### src/rtl/pwrdn_pkg.sv
package pwrdn_pkg;

    localparam int unsigned CTRL_W  = 8;
    localparam int unsigned SBY_BIT = 7;
    localparam int unsigned HIZ_BIT = 6;
    localparam int unsigned RO_W    = CTRL_W - 2;
    localparam logic [RO_W-1:0] RO_VALUE = 6'b01_1111;

    typedef enum logic [1:0] {
        ST_RUN       = 2'b00,
        ST_SLEEP     = 2'b01,
        ST_STBY_KEEP = 2'b10,
        ST_STBY_HIZ  = 2'b11
    } pd_state_e;

    typedef enum logic [1:0] {
        MODE_RUN     = 2'b00,
        MODE_SLEEP   = 2'b01,
        MODE_STANDBY = 2'b10
    } pd_mode_e;

endpackage

### src/rtl/pwrdn_regfile.sv
module pwrdn_regfile
    import pwrdn_pkg::*;
(
    input  logic              clk,
    input  logic              rst_n,
    input  logic              cs,
    input  logic              wr,
    input  logic [CTRL_W-1:0] wdata,
    input  logic              wdt_run,
    output logic [CTRL_W-1:0] rdata,
    output logic              sby,
    output logic              hiz
);

    logic              sby_q, hiz_q;
    logic              sby_d, hiz_d;
    logic [CTRL_W-1:0] reg_view;
    logic              unused_ro_wdata;

    assign unused_ro_wdata = ^wdata[RO_W-1:0];
    assign reg_view        = {sby_q, hiz_q, RO_VALUE};

    // A 1 is accepted only while the watchdog is stopped; a 0 always lands.
    always_comb begin
        sby_d = sby_q;
        hiz_d = hiz_q;
        if (cs && wr) begin
            if (!wdata[SBY_BIT])  sby_d = 1'b0;
            else if (!wdt_run)    sby_d = 1'b1;
            if (!wdata[HIZ_BIT])  hiz_d = 1'b0;
            else if (!wdt_run)    hiz_d = 1'b1;
        end
    end

    always_ff @(posedge clk or negedge rst_n) begin
        if (!rst_n) begin
            sby_q <= 1'b0;
            hiz_q <= 1'b0;
            rdata <= '0;
        end else begin
            sby_q <= sby_d;
            hiz_q <= hiz_d;
            if (cs && !wr) rdata <= reg_view;
        end
    end

    assign sby = sby_q;
    assign hiz = hiz_q;

    a_r3_no_set_while_wdt: assert property (@(posedge clk) disable iff (!rst_n)
        (wdt_run && !sby_q) |=> !sby_q);

    a_r4_no_float_while_wdt: assert property (@(posedge clk) disable iff (!rst_n)
        (wdt_run && !hiz_q) |=> !hiz_q);

    a_r5_clear_always: assert property (@(posedge clk) disable iff (!rst_n)
        (cs && wr && !wdata[SBY_BIT]) |=> !sby_q);

    a_r2_read_latency: assert property (@(posedge clk) disable iff (!rst_n)
        (cs && !wr) |=> (rdata == $past(reg_view)));

    a_r6_ro_bits: assert property (@(posedge clk) disable iff (!rst_n)
        (cs && !wr) |=> (rdata[RO_W-1:0] == RO_VALUE));

endmodule

### src/rtl/pwrdn_fsm.sv
module pwrdn_fsm
    import pwrdn_pkg::*;
(
    input  logic      clk,
    input  logic      rst_n,
    input  logic      sleep_req,
    input  logic      wake_irq,
    input  logic      sby,
    input  logic      hiz,
    output pd_state_e state
);

    pd_state_e state_q, state_d;

    always_comb begin
        state_d = state_q;
        unique case (state_q)
            ST_RUN: begin
                if (sleep_req) begin
                    if (!sby)     state_d = ST_SLEEP;
                    else if (hiz) state_d = ST_STBY_HIZ;
                    else          state_d = ST_STBY_KEEP;
                end
            end
            ST_SLEEP:     if (wake_irq) state_d = ST_RUN;
            ST_STBY_KEEP: if (wake_irq) state_d = ST_RUN;
            ST_STBY_HIZ:  if (wake_irq) state_d = ST_RUN;
            default:      state_d = ST_RUN;
        endcase
    end

    always_ff @(posedge clk or negedge rst_n) begin
        if (!rst_n) state_q <= ST_RUN;
        else        state_q <= state_d;
    end

    assign state = state_q;

    a_r7_leave_run: assert property (@(posedge clk) disable iff (!rst_n)
        (state_q == ST_RUN && sleep_req) |=> (state_q != ST_RUN));

    a_r7_sleep_target: assert property (@(posedge clk) disable iff (!rst_n)
        (state_q == ST_RUN && sleep_req && !sby) |=> (state_q == ST_SLEEP));

    a_r8_wake: assert property (@(posedge clk) disable iff (!rst_n)
        (state_q != ST_RUN && wake_irq) |=> (state_q == ST_RUN));

    a_r8_hold_low_power: assert property (@(posedge clk) disable iff (!rst_n)
        (state_q != ST_RUN && !wake_irq) |=> $stable(state_q));

endmodule

### src/rtl/pwrdn_port_drv.sv
module pwrdn_port_drv
    import pwrdn_pkg::*;
#(
    parameter int unsigned NUM_PORTS = 8
) (
    input  pd_state_e            state,
    output logic [1:0]           mode,
    output logic [NUM_PORTS-1:0] oe_off,
    output logic [NUM_PORTS-1:0] hold
);

    logic stby_float, stby_keep;

    always_comb begin
        mode       = MODE_RUN;
        stby_float = 1'b0;
        stby_keep  = 1'b0;
        unique case (state)
            ST_RUN:       mode = MODE_RUN;
            ST_SLEEP:     mode = MODE_SLEEP;
            ST_STBY_KEEP: begin mode = MODE_STANDBY; stby_keep  = 1'b1; end
            ST_STBY_HIZ:  begin mode = MODE_STANDBY; stby_float = 1'b1; end
            default:      mode = MODE_RUN;
        endcase
    end

    for (genvar g = 0; g < NUM_PORTS; g++) begin : g_port
        assign oe_off[g] = stby_float;
        assign hold[g]   = stby_keep;
    end

endmodule

### src/rtl/pwrdn_ctrl.sv
module pwrdn_ctrl
    import pwrdn_pkg::*;
#(
    parameter int unsigned NUM_PORTS = 8
) (
    input  logic                 clk,
    input  logic                 rst_n,
    input  logic                 bus_cs,
    input  logic                 bus_wr,
    input  logic [7:0]           bus_wdata,
    output logic [7:0]           bus_rdata,
    input  logic                 sleep_req,
    input  logic                 wdt_run,
    input  logic                 wake_irq,
    output logic [1:0]           mode_o,
    output logic [NUM_PORTS-1:0] port_oe_off,
    output logic [NUM_PORTS-1:0] port_hold
);

    logic      sby, hiz;
    pd_state_e state;

    pwrdn_regfile u_regs (
        .clk     (clk),
        .rst_n   (rst_n),
        .cs      (bus_cs),
        .wr      (bus_wr),
        .wdata   (bus_wdata),
        .wdt_run (wdt_run),
        .rdata   (bus_rdata),
        .sby     (sby),
        .hiz     (hiz)
    );

    pwrdn_fsm u_fsm (
        .clk       (clk),
        .rst_n     (rst_n),
        .sleep_req (sleep_req),
        .wake_irq  (wake_irq),
        .sby       (sby),
        .hiz       (hiz),
        .state     (state)
    );

    pwrdn_port_drv #(.NUM_PORTS(NUM_PORTS)) u_ports (
        .state  (state),
        .mode   (mode_o),
        .oe_off (port_oe_off),
        .hold   (port_hold)
    );

    a_r9_exclusive: assert property (@(posedge clk) disable iff (!rst_n)
        (port_oe_off & port_hold) == '0);

    a_r9_only_in_standby: assert property (@(posedge clk) disable iff (!rst_n)
        (mode_o != MODE_STANDBY) |-> (port_oe_off == '0 && port_hold == '0));

    a_r9_float_latched: assert property (@(posedge clk) disable iff (!rst_n)
        (mode_o == MODE_STANDBY && !wake_irq) |=> $stable(port_oe_off));

endmodule

### config.mk
export PLATFORM = sky130hd
export DESIGN_NAME = pwrdn_ctrl
export DESIGN_NICKNAME = d
export VERILOG_FILES = /design/src/rtl/pwrdn_pkg.sv /design/src/rtl/pwrdn_regfile.sv /design/src/rtl/pwrdn_fsm.sv /design/src/rtl/pwrdn_port_drv.sv /design/src/rtl/pwrdn_ctrl.sv
export SDC_FILE = /design/constraint.sdc
export NUM_CORES = 1
export LEC_CHECK = 0
export BUFFER_PORTS_ARGS = -buffer_cell sky130_fd_sc_hd__buf_2
export CORE_MARGIN = 2
export CORE_UTILIZATION = 25
export DETAILED_ROUTE_END_ITERATION = 7
export PLACE_DENSITY = 0.62
export RECOVER_POWER = 100
export SETUP_SLACK_MARGIN = 0.02
export SLEW_MARGIN = 20
export SYNTH_ARGS = -nofsm -noshare
export SYNTH_HDL_FRONTEND = slang
export SYNTH_SLANG_ARGS = --single-unit
### constraint.sdc
create_clock -name clk -period 2.25 [get_ports clk]
set_input_delay 0.45 -clock clk [delete_from_list [all_inputs] [get_ports clk]]
set_output_delay 0.45 -clock clk [all_outputs]
set_load 0.01 [all_outputs]
# ---- Word level (Yosys, flattened, before mapping)
# Index checks and enable logic that the tools add are counted.
dict set report classes {
  reduce_logical 9
  addsub 0
  multipliers 0
  order_cmp 0
  n_eq_ne 7
  n_mux 11
  shift 0
  div 0
  bitwise_logic 0
}
# op n
set op_table {}
lappend op_table {{1-bit 2-to-1 mux} 6}
lappend op_table {{2-bit 2-to-1 mux} 3}
lappend op_table {{2-bit != test (second input constant)} 3}
lappend op_table {{2-bit one-hot mux with 3 select lines} 1}
lappend op_table {{2-bit AND reduction} 3}
lappend op_table {{2-bit equality test (second input constant)} 2}
lappend op_table {{2-bit one-hot mux with 2 select lines} 1}
lappend op_table {{3-bit OR reduction} 1}
lappend op_table {{2-bit by 1-bit equality test with 1-bit output (second input constant)} 1}
lappend op_table {{1-bit logical AND} 2}
lappend op_table {{2-bit zero test} 1}
lappend op_table {{2-bit by 1-bit != test with 1-bit output (second input constant)} 1}
lappend op_table {{2-bit OR reduction} 1}
lappend op_table {{1-bit zero test} 1}
dict set report totals {
  regBits 11
  n_memories 0
  latch_bits 0
  output_inout_bits 26
  mem_bits_rw 0
  word_cells 31
  mem_bits_ro 0
}

# ---- Depth between registers and ports, before layout
# Gate-level depths: netlist of run 1.
dict set report logic_depth {
  depth_word 4
  ltp_mapped 2
  depth_no_buf 2
}

# ---- Cells and area by module
# From an unflattened synthesis of run 1, not the netlist that was laid out.
dict set report unflattened {
  cells_unflattened 48
  area_unflattened_um2 494.2
}
# module area_each_um2 seq_area_each_um2 instances cells_each
set by_module_without_submodules {}
lappend by_module_without_submodules {pwrdn_regfile 246.5 125.1 1 19}
lappend by_module_without_submodules {pwrdn_port_drv 146.4 0.0 1 20}
lappend by_module_without_submodules {pwrdn_fsm 101.3 50.0 1 9}

# ---- Worst setup path before layout of run 1
# No wires, ideal clock.
dict set report synth_timing {
  path_kind {reg2out}
  start {register u_fsm.state_q[1] (netlist: u_fsm.state[1])}
  end {output port_hold[0]}
  arrival_ns 0.945
  slack_ns 0.855
  n_path_buf 1
  stages_incl_launch_ff 3
  cell_sequence {dfrtp_1 nor2b_1 buf_4}
}
dict set report synth_between {
  elab_chain_cells 2
}
# element line
set synth_rtl {}
lappend synth_rtl {{from (decl)} pwrdn_fsm.sv:13} ;# pd_state_e state_q, state_d;
lappend synth_rtl {{from (signal assigned)} pwrdn_fsm.sv:34} ;# else state_q <= state_d;
lappend synth_rtl {{2-bit equality test} pwrdn_port_drv.sv:18} ;# unique case (state)
lappend synth_rtl {{1-bit 2-to-1 mux} pwrdn_port_drv.sv:18}
lappend synth_rtl {{to (decl)} pwrdn_ctrl.sv:17} ;# output logic [NUM_PORTS-1:0] port_hold
# Every way passes these cells.

# ---- Final worst setup path of run 1
dict set report layout_timing {
  start {register u_fsm.state_q[1] (netlist: u_fsm.state[1])}
  end {output port_hold[7]}
}
# Same word-level chain as after synthesis.

==> results of run 1 <==
## placed cells by master (no fill, tap or decap), types with 2 or more instances in the layout
cell type   n
clkbuf_1   27
dfrtp_1     7
nand2b_1    2
nor2b_1     2
buf_2       7
clkbuf_4    3
o22a_1      2
## cell type report
cell class                      count  area, um^2
Multi-Input combinational cell     17         131
Timing Repair Buffer               33         133
Tap cell                           25        31.3
Inverter                            1        3.75
Sequential cell                     7         175
Clock buffer                        4        26.3
Fill cell                         222        1260
## power groups by stage
stage          sequential [uW]  combinational (uW)  clock (uW)
5_1_grt                    180                 175         125
3_3_place_gp               176                 177           0
3_5_place_dp               177                 179           0
6_report                   174                 154         111
2_1_floorplan              175                 169           0
4_1_cts                    175                 179         116
## cell usage after synthesis
master / instances
nand2b_1: 2
conb_1: 1
nor2_1: 1
a32o_1: 1
nand2_1: 1
o22a_1: 2
nand2b_4: 1
and3b_1: 1
clkbuf_1: 1
inv_1: 1
nor2b_1: 2
dfrtp_1: 7
and2_1: 1
buf_4: 21
mux2_4: 2
mux2i_1: 1
nand3b_1: 1
## worst register-to-register path, stage by stage (launching register included)
cell and delay, ns:
dfrtp_1 0.38, nand2b_1 0.14, a32o_1 0.23
## flip-flops by register name (all words and copies together) (netlist names)
| signal | flops |
|---|---|
| u_regs.hiz | 1 |
| u_fsm.state | 2 |
| u_regs.sby | 1 |
| u_regs.rdata | 3 |
## kinds of logic (layout without fill, tap and decap cells)
kind of cell / after synthesis / count (layout)
flip-flops: 7 / 7
buffers and inverters: 23 / 38
multiplexers: 3 / 3
AND/OR/NAND/NOR: 10 / 10
AO/OA/AOI/OAI: 3 / 3
other: 1 / 1
## stage by stage
step	hold WS, ns	util	area (um^2)	total power [uW]
after floorplan	0.154	-	480	344
after global placement	0.287	0.292	515	353
after detailed placement	0.290	0.292	515	356
after CTS	0.0238	0.307	542	470
after global routing	0.108	0.284	500	480
final	0.0833	0.284	500	439
## path summary, 6_finish.rpt
path / start / end / slack (ns) / depth (start not counted)
setup / recovery: u_fsm.state[1] / port_hold[7] / 0.56 / 2
setup reg to reg: u_regs.hiz / u_fsm.state[0] / 1.38 / 2
hold / removal: rst_n / u_regs.hiz / 0.08 / 1
min in group clk: wake_irq / u_fsm.state[1] / 0.39 / 2
hold reg to reg: u_regs.hiz / u_regs.hiz / 0.51 / 1
max in group asynchronous: rst_n / u_regs.rdata[4] / 1.90 / 1
## layer usage
layer | up-vias | share of wire | GRT usage
li1 | 159 | - | -
met1 | 137 | 0.41 | 0.0795
met2 | 21 | 0.46 | 0.0907
met3 | 2 | 0.12 | 0.0453
met4 | 0 | 0.0090 | 0.0486
met5 | - | 0 | 0
==> metrics, run 1 <==
Synthesized Nets 62; Worst setup SP type flip-flop; outcome finished clean; Die Y 47.8 um; Setup Skew 0.00387 ns; share of the synthesized area in the top cell type 0.365; Adder-Cell Fraction of Synth Area 0; CTS tree done; RSZ-0062 raised after global routing false; gr usage total 0.0690; area leader, netlist dfrtp_1; # nets final 78; H-tree Lvls 1; crit-path max FO 8; max-slew violations 0; share of power burned in registers 0.396; Initial Utilization 0.272; final setup fails 0; Synth Area in Compound Gates 0.0573; number of global-route vias before repair 239; Pint 282 uW; CTS Sinks 7; Synth area leaders dfrtp_1 (36%), buf_4 (33%), mux2_4 (6.3%); grt total ovfl 0; Net Switching 157 uW; Worst Path Required 1.80 ns; Crit path largest cell delay 0.42 ns; largest family of logic cells by synthesized area buffers and inverters; Worst path top cell family by delay flip-flops; CTS root buffer clkbuf_4; Die X 47.8 um; die area 2290 um^2; Max VDD drop 342 uV; largest net degree at the start of global routing 9; FP Rows 15; fin crit period 1.69 ns; clock power share 0.253; Pleak 0.000216 uW; Num CTS Buffers 3; Synth Area in Simple Gates 0.143; DRT iter0 DRCs 1; number of I/O pins 41; Residual DRC 0; average size of a mapped cell 10.2 um^2; first-pass GRT wire length 1.00 mm; Post-CTS Hold Fix Bufs 0; Hold/Removal Path Class in2async; WL per Instance 8.91 um; CTS clk-pin slew, worst paths 0.05 ns; I/O Buffers 33; vias per cell 3.67; Max Buffers Root-to-Sink 2; Crit-path slowest cell dfrtp_1; worst skew pair latency 0.24 ns; placed cell count 83; Final TNS setup 0 ns; multiplexer area fraction after synthesis 0.0833; combinational power share 0.351; xor/xnor share of the synthesized area 0; core area 1760 um^2; post-DP HPWL 652 um; CP Cell Sequence nor2b_1 > clkbuf_1; Tcrit/Tclk final 0.750; Seq/Total Area, Yosys 0.365; Antenna Violating Nets Remaining 0; Buf+Inv Stages, Crit Path 1; Mapped Area 480 um^2; max-cap check violation count 0; layout cell share with drive strength beyond 1 0.194; initial antenna violation count 0; f_max 592 MHz; 1st-pass router iterations 2; wirelength, routed 775 um; area growth from synthesis to layout 4.17%; postcts setup bufs 0; Worst Path Arrival 1.24 ns; Final Hold Viols 0; DR vias 319; PD cells 877 nW/um^2; synthesized flop and latch total 7; dpl ws 0.854 ns; # diodes 0; switching share of power 0.357; Cell variety after synth 17; synthesized instance count 47; kind of critical path reg2out; CP endpoint kind primary output; GPL Wtd Cong 0.636; Layout Cells excl Fill 87; Setup WS post-layout 0.562 ns; post-cts resize count 0; Yosys Warn Count 0
No activity file was read; power rests on OpenSTA's default activity.
==> inputs of run 2 (changes only) <==
Clock period 2.25 ns to 1.6 ns, I/O delays scaled along.
==> run 2 against run 1 <==
  * Power increased by 43%
  * First-iteration DRC count increased to 3.0 times the previous value
  * Clock skew decreased by 0.0017 ns
  * Critical endpoint unchanged
  * Critical path type unchanged
  * Via count increased by 3.1%
  * Worst setup slack got worse by 0.43 ns
  * Cell count increased by 1.1%
  * Utilization increased by 1.2 points
  * Routed wire length increased by 2.1%
==> metrics, run 2 (synthesized netlist as in run 1, its figures left out) <==
outcome finished clean; post-DP HPWL 621 um (-4.9%); vias per cell 3.74 (+2.0%); layout cell share with drive strength beyond 1 0.286 (+0.0922); R2R setup slack 0.73 ns (-0.65 ns); Final Hold Viols 0 (unchanged); Max VDD drop 543 uV (+59%); area growth from synthesis to layout 8.59%; gr usage total 0.0652 (-0.00373); CTS Sinks 7 (unchanged); number of I/O pins 41 (unchanged); CP endpoint port_hold[7]; # diodes 0 (unchanged); I/O Buffers 33 (unchanged); PD cells 1200 nW/um^2 (+37%); GPL Wtd Cong 0.639 (+0.50%); wirelength, routed 791 um (+2.1%); Setup Skew 0.00214 ns (-0.00173 ns); fin crit period 1.47 ns; DRT iter0 DRCs 3 (+2); CTS root buffer clkbuf_4; crit-path max FO 8 (unchanged); Num CTS Buffers 3 (unchanged); startpoint of the worst register-to-register path u_regs.hiz; Hold/Removal Path Class in2reg; Max Buffers Root-to-Sink 2 (unchanged); commonest non-fill, non-tap cell in the layout clkbuf_1; DR vias 329 (+3.1%); die area 2290 um^2 (unchanged); Worst setup SP type flip-flop; RSZ-0062 raised after global routing false; worst skew pair latency 0.25 ns (about the same); final setup fails 0 (unchanged); postcts setup bufs 0 (unchanged); initial antenna violation count 0 (unchanged); grt total ovfl 0 (unchanged); Die Y 47.8 um (unchanged); Die X 47.8 um (unchanged); final hold slack 0.260 ns (+0.177 ns); WL per Instance 8.99 um (+0.90%); largest net degree at the start of global routing 9 (unchanged); CTS clk-pin slew, worst paths 0.05 ns (about the same); # nets final 79 (+1.3%); most frequent cells in the layout clkbuf_1 (21), buf_2 (11), dfrtp_1 (7), clkbuf_4 (3); core area 1760 um^2 (unchanged); Antenna Violating Nets Remaining 0 (unchanged); worst r2r path cells 2 (unchanged); CTS tree done; Pleak 0.000244 uW (+13%); Worst Path Arrival 1.15 ns (-0.09 ns); kind of critical path reg2out; Biggest register u_regs.rdata; Final TNS setup 0 ns (unchanged); max-slew violations 0 (unchanged); reg2reg end u_fsm.state[0]; Residual DRC 0 (unchanged); crit path from u_fsm.state[1]; 1st-pass router iterations 2 (unchanged); f_max 679 MHz; number of global-route vias before repair 239 (unchanged); H-tree Lvls 1 (unchanged); Worst Path Required 1.28 ns (-0.52 ns); Initial Utilization 0.272 (unchanged); max FFs per register 3 (unchanged); first-pass GRT wire length 993 um (-0.70%); CP endpoint kind primary output; FP Rows 15 (unchanged); Tcrit/Tclk final 0.921; max-cap check violation count 0 (unchanged)
==> run 2: metrics by stage <==
stage | power [uW] | cells | area (um^2) | setup slack, ns | util
2_1_floorplan | 484 | 47 | 480 | 0.335 | -
3_3_place_gp | 496 | 83 | 515 | 0.354 | 0.292
3_5_place_dp | 500 | 83 | 515 | 0.334 | 0.292
4_1_cts | 665 | 88 | 552 | 0.0498 | 0.313
5_1_grt | 682 | 88 | 522 | 0.0332 | 0.296
6_report | 628 | 88 | 522 | 0.127 | 0.296
==> run 2: how the worst min path moves through the flow <==
stage	startpoint	to	slack, ns	cells after the start
floorplan	rst_n	u_fsm.state[0]	0.02	0
CTS	wake_irq	u_fsm.state[1]	0.25	2
global placement	rst_n	u_regs.hiz	0.16	1
detailed placement	rst_n	u_regs.rdata[6]	0.16	1
global route	wake_irq	u_fsm.state[1]	0.26	2
finish	wake_irq	u_fsm.state[1]	0.26	2
==> run 2: critical path, stage by stage, from the launching register on <==
cell,delay (ns)
dfrtp_1,0.43
nor2b_2,0.29
clkbuf_1,0.19
==> run 2: power by group <==
group          leakage (uW)  switching [uW]  internal, uW  total, uW
Sequential        0.0000821            35.5           211        247
Clock             0.0000150            62.4          95.0        157
Combinational      0.000147             127          96.6        223
==> run 2: timing repair <==
action,4_1_cts,5_1_grt
setup endpoints to repair,0,8
endpoints found under the hold margin,7,0
resized for setup,0,1
hold buffers,1,0
==> run 2: routing by layer <==
layer  global-route usage  routed length [um]
met1               0.0822                 320
met5                    0                   0
met3               0.0453                 104
met2               0.0907                 366
met4               0.0162                   0
==> run 2: cell type report <==
type | instances | area [um^2]
inverters | 1 | 3.75
fillers | 217 | 1240
multi-input cells | 17 | 135
repair buffers | 34 | 150
well taps | 25 | 31.3
clock buffers | 4 | 26.3
flip-flops and latches | 7 | 175
==> inputs of run 3 (changes only) <==
Settings changed: PLACE_DENSITY 0.62 to 0.61, SYNTH_HIERARCHICAL from default to 1.
==> run 3 against run 2 <==
  * Critical path depth stayed put
  * Worst setup slack better by 0.0071 ns
  * Routed wire length is 0.13% lower
  * Clock power hardly changed
  * Area after synthesis is 2.9% higher
  * Sequential share of layout area is 0.24 points lower
  * Sequential power hardly changed
  * Combinational power is 3% higher
  * Global-route usage is 0.31 points higher
  * Critical path type unchanged
  * Largest power group unchanged
==> metrics, run 3 <==
outcome finished clean; max-cap check violation count 0 (unchanged); Max Buffers Root-to-Sink 2 (unchanged); Crit path largest cell delay 0.42 ns (about the same); fin crit period 1.47 ns (-0.00712 ns); DP Area 532 um^2 (+3.2%); die area 2350 um^2 (+2.6%); Min-Delay Startpoint bus_wdata[7]; CP endpoint kind primary output; final setup fails 0 (unchanged); synthesized flop and latch total 7 (unchanged); first-pass GRT wire length 1.15 mm (+15%); startpoint of the worst register-to-register path u_regs/sby; ys flop type dfrtp_1; I/O Buffers 33 (unchanged); share of the synthesized area in the top cell type 0.354 (-0.0102); cell with the most instances after synthesis buf_4; Biggest register u_regs/rdata; Mapped Area 494 um^2 (+2.9%); Residual DRC 0 (unchanged); Synth area leaders dfrtp_1 (35%), buf_4 (32%), mux2_4 (6.1%); filler cell count 243 (+12%); Pleak 0.000254 uW (+4.1%); # diodes 0 (unchanged); layout cell share with drive strength beyond 1 0.281 (-0.00446); Worst Path Arrival 1.15 ns (about the same); Finished Cell Area 526 um^2 (+0.72%); crit-path max FO 8 (unchanged); core area 1920 um^2 (+8.9%); number of I/O pins 41 (unchanged); Worst Path Required 1.28 ns (about the same); gr usage total 0.0683 (+0.00305); Hold Path Stages 2 (unchanged); DR vias 351 (+6.7%); largest net degree at the start of global routing 9 (unchanged); area leader, netlist dfrtp_1; R2R setup slack 0.71 ns (-0.02 ns); number of global-route vias before repair 276 (+15%); Crit-path slowest cell dfrtp_1; max FFs per register 3 (unchanged); Post-synth top cells buf_4 (21), dfrtp_1 (7); Final Total Pwr 636 uW (+1.3%); Synthesized Nets 63 (+1.6%); 1st-pass router iterations 2 (unchanged); H-tree Lvls 1 (unchanged); Hold/Removal Path Class in2reg; WL per Instance 8.68 um (-3.4%); vias per cell 3.86 (+3.2%); FP Rows 16 (+1); area occupied by multi-input gates 134 um^2 (-0.93%); post-DP HPWL 625 um (+0.73%); grt total ovfl 0 (unchanged); Antenna Violating Nets Remaining 0 (unchanged); Max VDD drop 353 uV (-35%); Yosys Warn Count 6 (+6); CTS root buffer clkbuf_4; Die Y 48.5 um (+1.3%); average size of a mapped cell 10.3 um^2 (+0.72%); Final TNS setup 0 ns (unchanged); RSZ-0062 raised after global routing false; Post-synth EDFFs 0 (unchanged); worst r2r path cells 2 (unchanged); Initial Utilization 0.257 (-0.0152); most frequent cells in the layout clkbuf_1 (22), buf_2 (12), dfrtp_1 (7), clkbuf_4 (3); CTS clk-pin slew, worst paths 0.05 ns (about the same); Worst setup SP type flip-flop; f_max 682 MHz (+0.49%); commonest non-fill, non-tap cell in the layout clkbuf_1; CTS tree done; initial antenna violation count 0 (unchanged); Seq/Total Area, Yosys 0.354 (-0.0102); PD cells 1210 nW/um^2 (+0.58%); Final Hold Viols 0 (unchanged); CTS Sinks 7 (unchanged); Tcrit/Tclk final 0.916 (-0.00445); synthesized instance count 48 (+2.1%); Num CTS Buffers 3 (unchanged); area growth from synthesis to layout 6.33%; Cell variety after synth 17 (unchanged); DRT iter0 DRCs 2 (-1); wirelength, routed 790 um (-0.13%); Setup Skew 0.000879 ns (-0.00126 ns); FFs w/ async S/R, synth 1.00 (unchanged); worst skew pair latency 0.24 ns (about the same); final hold slack 0.306 ns (+0.0453 ns); Worst Hold End u_regs/sby; kind of critical path reg2out; reg2reg end u_fsm/state[0]; Die X 48.5 um (+1.3%); max-slew violations 0 (unchanged); Reg area 175 um^2 (unchanged); # nets final 80 (+1.3%); GPL Wtd Cong 0.588 (-8.0%); CP Cell Sequence and2b_1 > clkbuf_1; postcts setup bufs 0 (unchanged)
## run 3: cell types whose count changed in the layout (fill, tap and decap cells not counted)
cell / delta
a32o_1: -1
clkbuf_2: -2
inv_1: +1
o41ai_1: +1
a32o_2: +1
clkbuf_1: +1
buf_2: +1
mux2i_1: -1
nor2b_2: -1
nand3b_1: -1
nor2b_1: +1
and2b_1: +1
and2_1: -1
and2_2: +1
## run 3: through the flow
step	std cells	util	setup WS [ns]
CTS	91	0.296	0.166
global route	91	0.273	0.0574
floorplan	48	-	0.476
detailed placement	86	0.277	0.443
global placement	86	0.277	0.459
finish	91	0.273	0.134
## run 3: routing by layer
metal	global-route usage	wire length, um	vias up
met5	0	0	-
met4	0.0571	0	0
met3	0.0401	139	0
met2	0.0995	335	28
met1	0.0699	315	158
li1	-	-	165
## run 3: how the worst max path moves through the flow
stage	from	slack, ns	endpoint
6_report	u_fsm/state[0]	0.13	port_hold[2]
2_1_floorplan	u_fsm/state[0]	0.48	port_hold[0]
3_3_place_gp	u_fsm/state[0]	0.46	port_hold[1]
4_1_cts	u_fsm/state[0]	0.17	port_hold[5]
5_1_grt	u_fsm/state[0]	0.06	port_hold[5]
3_5_place_dp	u_fsm/state[0]	0.44	port_hold[5]
## run 3: final cells by class
type	count	share of cell area
Clock buffer	4	0.0500
Inverter	2	0.0143
Multi-Input combinational cell	17	0.255
Sequential cell	7	0.333
Tap cell	27	0.0643
Timing Repair Buffer	34	0.283
## run 3: timing repair
item                      CTS  global route
hold endpoints to repair    7             0
resized for setup           0             0
hold buffers                1             0
## run 3: critical path, delay by kind of cell, from the launching register on
kind,cells,cell delay (ns)
AND/OR/NAND/NOR,1,0.31
flip-flops,1,0.42
buffers and inverters,1,0.18
## run 3: cells by family after synthesis
| logic type | count (synthesis) | synth area share |
|---|---|---|
| other cells | 1 | 0.00759 |
| mux | 2 | 0.0608 |
| buf+inv | 24 | 0.342 |
| compound gates | 4 | 0.0912 |
| simple gates | 10 | 0.144 |
| flops | 7 | 0.354 |
## run 3: power breakdown
group          internal [uW]  switching (uW)
logic                   98.1             132
registers                213            34.7
clock network           95.1            63.6
